**src/rtl/lkd_pkg.sv**
```systemverilog
package lkd_pkg;
  typedef enum logic {
    LKD_SEEK = 1'b0,
    LKD_HELD = 1'b1
  } lkd_state_e;
endpackage

```
**src/rtl/lkd_err_meter.sv**
```systemverilog
module lkd_err_meter #(
  parameter int EXIT_TH = 8,
  parameter int ERR_W   = 4
) (
  input  logic             clk,
  input  logic             rst_n,
  input  logic             clear_i,
  input  logic             strobe_i,
  input  logic             active_i,
  output logic [ERR_W-1:0] width_o
);
  localparam logic [ERR_W-1:0] SAT = ERR_W'(EXIT_TH + 1);

  logic [ERR_W-1:0] acc_q;
  logic [ERR_W:0]   sum;

  // Width of the cycle that ends at this edge, including this sample.
  always_comb begin
    sum     = {1'b0, acc_q} + {{ERR_W{1'b0}}, active_i};
    width_o = (sum > {1'b0, SAT}) ? SAT : sum[ERR_W-1:0];
  end

  always_ff @(posedge clk) begin
    if (!rst_n || clear_i || strobe_i) acc_q <= '0;
    else                               acc_q <= width_o;
  end

  assert_meter_bounded_R2: assert property (@(posedge clk) disable iff (!rst_n)
    acc_q <= SAT);
  assert_meter_cleared_R8: assert property (@(posedge clk) disable iff (!rst_n)
    clear_i |=> acc_q == '0);
endmodule

```
**src/rtl/lkd_lock_fsm.sv**
```systemverilog
module lkd_lock_fsm
  import lkd_pkg::*;
#(
  parameter int ENTRY_TH = 4,
  parameter int EXIT_TH  = 8,
  parameter int RUN_LO   = 3,
  parameter int RUN_HI   = 5,
  parameter int ERR_W    = 4
) (
  input  logic             clk,
  input  logic             rst_n,
  input  logic             clear_i,
  input  logic             strobe_i,
  input  logic             precise_i,
  input  logic [ERR_W-1:0] width_i,
  output logic             locked_o
);
  localparam int RUN_W = $clog2(RUN_HI + 1);
  localparam logic [ERR_W-1:0] ENTRY_V = ERR_W'(ENTRY_TH);
  localparam logic [ERR_W-1:0] EXIT_V  = ERR_W'(EXIT_TH);
  localparam logic [RUN_W-1:0] LO_V    = RUN_W'(RUN_LO);
  localparam logic [RUN_W-1:0] HI_V    = RUN_W'(RUN_HI);

  lkd_state_e       st_q;
  logic [RUN_W-1:0] run_q;
  logic [RUN_W-1:0] run_nx;
  logic [RUN_W-1:0] need;
  logic             good;

  always_comb begin
    need   = precise_i ? HI_V : LO_V;
    good   = width_i < ENTRY_V;
    run_nx = run_q + RUN_W'(1);
  end

  always_ff @(posedge clk) begin
    if (!rst_n || clear_i) begin
      st_q  <= LKD_SEEK;
      run_q <= '0;
    end else if (strobe_i) begin
      case (st_q)
        LKD_SEEK: begin
          if (!good) begin
            run_q <= '0;
          end else if (run_nx >= need) begin
            st_q  <= LKD_HELD;
            run_q <= '0;
          end else begin
            run_q <= run_nx;
          end
        end
        default: begin
          if (width_i > EXIT_V) st_q <= LKD_SEEK;
          run_q <= '0;
        end
      endcase
    end
  end

  assign locked_o = (st_q == LKD_HELD);

  assert_run_bounded_R4: assert property (@(posedge clk) disable iff (!rst_n)
    run_q < HI_V);
  assert_clear_unlocks_R8: assert property (@(posedge clk) disable iff (!rst_n)
    clear_i |=> !locked_o);
  assert_lock_on_strobe_R3: assert property (@(posedge clk) disable iff (!rst_n)
    (!locked_o && !clear_i && !strobe_i) |=> !locked_o);
  assert_quiet_stable_R9: assert property (@(posedge clk) disable iff (!rst_n)
    (!strobe_i && !clear_i) |=> $stable(locked_o));
  assert_seek_run_only_R5: assert property (@(posedge clk) disable iff (!rst_n)
    locked_o |-> run_q == '0);
endmodule

```
**src/rtl/pll_lock_detect.sv**
```systemverilog
module pll_lock_detect #(
  parameter int ENTRY_TH = 4,
  parameter int EXIT_TH  = 8,
  parameter int RUN_LO   = 3,
  parameter int RUN_HI   = 5
) (
  input  logic clk,
  input  logic rst_n,
  input  logic up_i,
  input  logic dn_i,
  input  logic ref_strobe_i,
  input  logic precise_i,
  input  logic clear_i,
  output logic locked_o
);
  localparam int ERR_W = $clog2(EXIT_TH + 3);

  logic [ERR_W-1:0] width;

  lkd_err_meter #(.EXIT_TH(EXIT_TH), .ERR_W(ERR_W)) u_meter (
    .clk      (clk),
    .rst_n    (rst_n),
    .clear_i  (clear_i),
    .strobe_i (ref_strobe_i),
    .active_i (up_i | dn_i),
    .width_o  (width)
  );

  lkd_lock_fsm #(
    .ENTRY_TH (ENTRY_TH),
    .EXIT_TH  (EXIT_TH),
    .RUN_LO   (RUN_LO),
    .RUN_HI   (RUN_HI),
    .ERR_W    (ERR_W)
  ) u_fsm (
    .clk       (clk),
    .rst_n     (rst_n),
    .clear_i   (clear_i),
    .strobe_i  (ref_strobe_i),
    .precise_i (precise_i),
    .width_i   (width),
    .locked_o  (locked_o)
  );
endmodule

```
**config.mk**
```make
export PLATFORM = sky130hd
export DESIGN_NAME = pll_lock_detect
export DESIGN_NICKNAME = d
export VERILOG_FILES = /design/src/rtl/lkd_pkg.sv /design/src/rtl/lkd_err_meter.sv /design/src/rtl/lkd_lock_fsm.sv /design/src/rtl/pll_lock_detect.sv
export SDC_FILE = /design/constraint.sdc
export NUM_CORES = 1
export LEC_CHECK = 0
export ABC_AREA = 0
export BUFFER_PORTS_ARGS = -buffer_cell sky130_fd_sc_hd__buf_2
export CAP_MARGIN = 0
export CORE_MARGIN = 2
export CORE_UTILIZATION = 30
export DETAILED_ROUTE_END_ITERATION = 8
export GPL_ROUTABILITY_DRIVEN = 0
export PLACE_DENSITY = 0.51
export SKIP_LAST_GASP = 1
export SYNTH_ARGS = -nofsm -noshare
export SYNTH_HDL_FRONTEND = slang
export SYNTH_SLANG_ARGS = --single-unit
```
**constraint.sdc**
```tcl
create_clock -name clk -period 2.3 [get_ports clk]
set_input_delay 0.23 -clock clk [delete_from_list [all_inputs] [get_ports clk]]
set_output_delay 0.23 -clock clk [all_outputs]
set_load 0.02 [all_outputs]
```
Word level (Yosys, flattened, before mapping):

Index checks and enable logic that the tools add are counted.

* register bits after elaboration: 8
* input port bits: 7
* output and inout bits: 1
* logic and storage cells: 22

* $add $sub $neg: 2
* $lt $le $gt $ge: 4
* mux-type cells: 9
* bitwise gates (word level): 1
* reduce and logical (&&, ||, !) cells: 3

Operators by type and width (number)
* $mux W3: 4
* $add A4 B1 Y5: 1
* $gt A5 B4 Y1 const B: 1
* $gt A4 B4 Y1 const B: 1
* $lt A4 B3 Y1 const B: 1
* $mux W1: 4
* $mux W4: 1
* $add A3 B1 Y3 const B: 1
* $ge A3 B3 Y1: 1
* $logic_or A1 B1 Y1: 2
* $logic_not A1 Y1: 1
* $or A1 B1 Y1: 1

Depth between registers and ports, before layout:

* depth after elaboration: 7
* gate-level depth with buffers: 7
* depth with buffers taken out: 7

Cells and area by module:

A second synthesis with hierarchy kept.

* cell total of the unflattened synthesis: 55
* area total of the unflattened synthesis: 538.0 um2

By module, submodules not included
* lkd_err_meter: times used 1, cells an instance 28, area an instance 269.0 um2, sequential area each 80.1 um2
* lkd_lock_fsm: times used 1, cells an instance 26, area an instance 262.8 um2, sequential area each 80.1 um2
* pll_lock_detect: times used 1, cells an instance 1, area an instance 6.3 um2, sequential area each 0.0 um2

Worst setup path before layout:

OpenSTA, ideal clock, no wires.

* kind: register -> register
* from: register u_fsm.run_q[0]
* to: register u_fsm.run_q[1]
* library setup time: 84 ps
* arrival: 1853 ps
* required time: 2216 ps
* setup slack: 362 ps
* cell stages (with the launch flop): 8
* path buffers: 0
* period minus slack after synthesis: 1938 ps
* cell sequence: dfxtp_1 ha_1 xor2_1 ha_1 and3b_1 a2111oi_4 nand3_2 o31ai_2

* word-level cells in the longest chain between the ends: 5

RTL lines
* start, declared: RTL line lkd_lock_fsm.sv:25 `logic [RUN_W-1:0] run_q;`
* start signal, assigned: RTL line lkd_lock_fsm.sv:49 `run_q <= run_nx;`
* $add A3 B1 Y3 *: RTL line lkd_lock_fsm.sv:33 `run_nx = run_q + RUN_W'(1);`
* $ge A3 B3 Y1: RTL line lkd_lock_fsm.sv:45 `end else if (run_nx >= need) begin`
* $mux W3 *: RTL line lkd_lock_fsm.sv:45
* $mux W3 *: RTL line lkd_lock_fsm.sv:43 `if (!good) begin`
* $mux W3 *: RTL line lkd_lock_fsm.sv:41 `case (st_q)`

Mark *: on every way between the ends. The rest lies on a longest branch, timed or not.
A chain may end at the register's enable or synchronous reset.

Worst setup path in the final report:

Same ends and word-level chain as after synthesis.

==> run summary <==
Syn_nets: 76
Area Growth Syn to Fin: 15.3%
EDFF count, synth: 0
Total vias in the final route: 485
Most common cell after layout, fill and taps aside: dfxtp_1
Hold EP: u_fsm.run_q[0]
Starting Density: 31.9%
Critical path class: register to register
Ys flop type: dfxtp_1
Layout cell share with drive strength beyond 1: 23.3%
Peak Freq: 483 MHz
Hold buffer count at CTS: 0
Starting DRT DRC Count: 12
Status: finished clean
Final Hold Vio Count: 0
Post-route ant nets: 0
Min Clock Period, post-route: 2.07 ns
Mapped Area: 557 um2
RR Endpoint: u_fsm.run_q[1]
Leak Pwr: 0.271 nW
Row cnt: 15
Clk slew on worst S/H paths: 0.06 ns
Flops & latches, synth: 8
Sink Count: 8
WP data required: 2.46 ns
Most frequent cells in the layout: 8 x dfxtp_1, 7 x nor2_1, 7 x buf_2
GRT Util Overall: 11.9%
Maximum root-to-sink buffer count: 2
Data arrival, critical path: 2.23 ns
Post-cts resize count: 0
Final Skew: 0.00817 ns
Routed WL: 1030 um
Switching pwr: 74.9 uW
Largest net degree at the start of global routing: 10
Worst R2R Setup Slack: 0.23 ns
PortBufs: 7
CP startpoint kind: register
Post-CTS Repair Setup Buffers: 0
# setup viols final: 0
Unique cell type count in the Yosys netlist: 32
Post-DR vias/cell: 4.95
Min-Delay Path Depth: 3
Core area: 1750 um2
Tcrit/Tclk final: 90.0%
R2R depth: 7
Cell area power density: 468 nW/um2
CP endpoint kind: register
Ant. Diodes: 0
Final TNS setup: 0 ns
Hpwl dp: 803 um
Max cap viols: 0
Worst vdd ir: 0.293 mV
Gr ovfl total: 0
Logic pwr share: 16.1%
Reg2Reg Launch Point: u_fsm.run_q[0]
Worst hold path type: input port to register
Gate Count Post-Synth: 64
First-pass GRT wire length: 1780 um
Avg WL per Cell: 10.5 um
Final Net Count: 87
Clock power frac: 35.6%
# H-tree levels: 1
Register share of total power: 48.3%
RSZ-0062 raised after global routing: false
CP Max Fanout: 5
Worst slew pin tran: 0.398 ns
Drt drc: 0
Area after DPL: 619 um2
Initial antenna violation count: 0
Synth async-reset ratio: 0%
Vias in the first global route: 423
Clk_lat worst skew: 0.26 ns
Pre-antenna DRT Iters: 4
Die Ht: 47.1 um
CTS tree: yes
Sw Ratio: 24.9%
Final Cell Area: 642 um2
Io pins: 8
Synthesized area per cell: 8.70 um2
Die X: 47.1 um
Internal: 225 uW
Max-slew violation count: 0
CTS Buf Count: 3
Die area: 2220 um2
Share of the yosys chip area belonging to registers: 28.8%
Root buf cell: clkbuf_4
Rel. slew slack: 73.5%
Min-delay src: ref_strobe_i
Synth warn: 0
critical path: stages (launching register included):
cell and delay (ns):
dfxtp_1 0.32, ha_1 0.24, xor2_1 0.15, ha_1 0.32, and3b_1 0.20, a2111oi_4 0.44, nand3_2 0.12, o31ai_2 0.19
layout make-up:
cell class / instances / area [um2]
tap: 25 / 31.3
sequential: 8 / 160
inverter: 6 / 22.5
timing repair buffer: 7 / 35.0
fill: 197 / 1100
clock buffer: 3 / 22.5
multi-input combinational: 49 / 370
power groups by stage:
stage | combinational (mW) | sequential, mW | clock, mW
global route | 0.0546 | 0.145 | 0.125
floorplan | 0.0363 | 0.148 | 0
finish | 0.0483 | 0.145 | 0.107
detailed placement | 0.0488 | 0.148 | 0
global placement | 0.0493 | 0.148 | 0
CTS | 0.0489 | 0.145 | 0.112
per-stage QoR:
| stage | util (%) | hold slack (ns) | instances | power, mW | setup slack, ns |
|---|---|---|---|---|---|
| 2_1_floorplan | - | 0.400 | 64 | 0.184 | 0.362 |
| 3_3_place_gp | 35.5 | 0.482 | 95 | 0.197 | 0.254 |
| 3_5_place_dp | 35.5 | 0.468 | 95 | 0.197 | 0.245 |
| 4_1_cts | 36.8 | 0.287 | 98 | 0.306 | 0.219 |
| 5_1_grt | 36.8 | 0.315 | 98 | 0.325 | 0.109 |
| 6_report | 36.8 | 0.287 | 98 | 0.300 | 0.231 |
synth_stat cells, types with 2 or more instances:
| cell | instances | area [um2] |
|---|---|---|
| inv_1 | 6 | 22.5 |
| ha_1 | 5 | 62.6 |
| nand2b_1 | 2 | 12.5 |
| nand2_1 | 4 | 15.0 |
| a31oi_1 | 2 | 12.5 |
| dfxtp_1 | 8 | 160 |
| nor2_1 | 7 | 26.3 |
| nor4_1 | 2 | 12.5 |
| a21oi_1 | 4 | 20.0 |
| a41oi_1 | 2 | 17.5 |
worst max path at each step:
stage | startpoint | end | slack (ns)
6_report | u_fsm.run_q[0] | u_fsm.run_q[1] | 0.23
3_5_place_dp | u_fsm.run_q[0] | u_fsm.run_q[1] | 0.24
4_1_cts | u_fsm.run_q[0] | u_fsm.run_q[1] | 0.22
2_1_floorplan | u_fsm.run_q[0] | u_fsm.run_q[1] | 0.36
3_3_place_gp | u_fsm.run_q[0] | u_fsm.run_q[1] | 0.25
5_1_grt | u_fsm.run_q[0] | u_fsm.run_q[1] | 0.11
per-layer routing:
layer	routed length (um)	global-route usage, %	vias up	part of all wire, %
li1	-	-	254	-
met2	448	16.7	13	43
met3	64	6.92	4	6.2
met5	0	0	-	0
met1	499	14.9	214	48
met4	18	5.00	0	1.7
kinds of logic (layout without fill, tap and decap cells):
group | Yosys count | count (layout) | synth area share [%]
buf+inv | 7 | 16 | 4.72
compound gates | 14 | 14 | 22.9
fa+ha+maj | 5 | 5 | 11.2
simple gates | 27 | 27 | 27.4
mux | 1 | 1 | 1.80
xor+xnor | 2 | 2 | 3.15
flops | 8 | 8 | 28.8
sequential cells by signal, indices dropped and copies added (netlist names):
signal,count
u_meter.acc_q,4
u_fsm.locked_o,1
u_fsm.run_q,3
No activity file was read; power rests on OpenSTA's default activity.
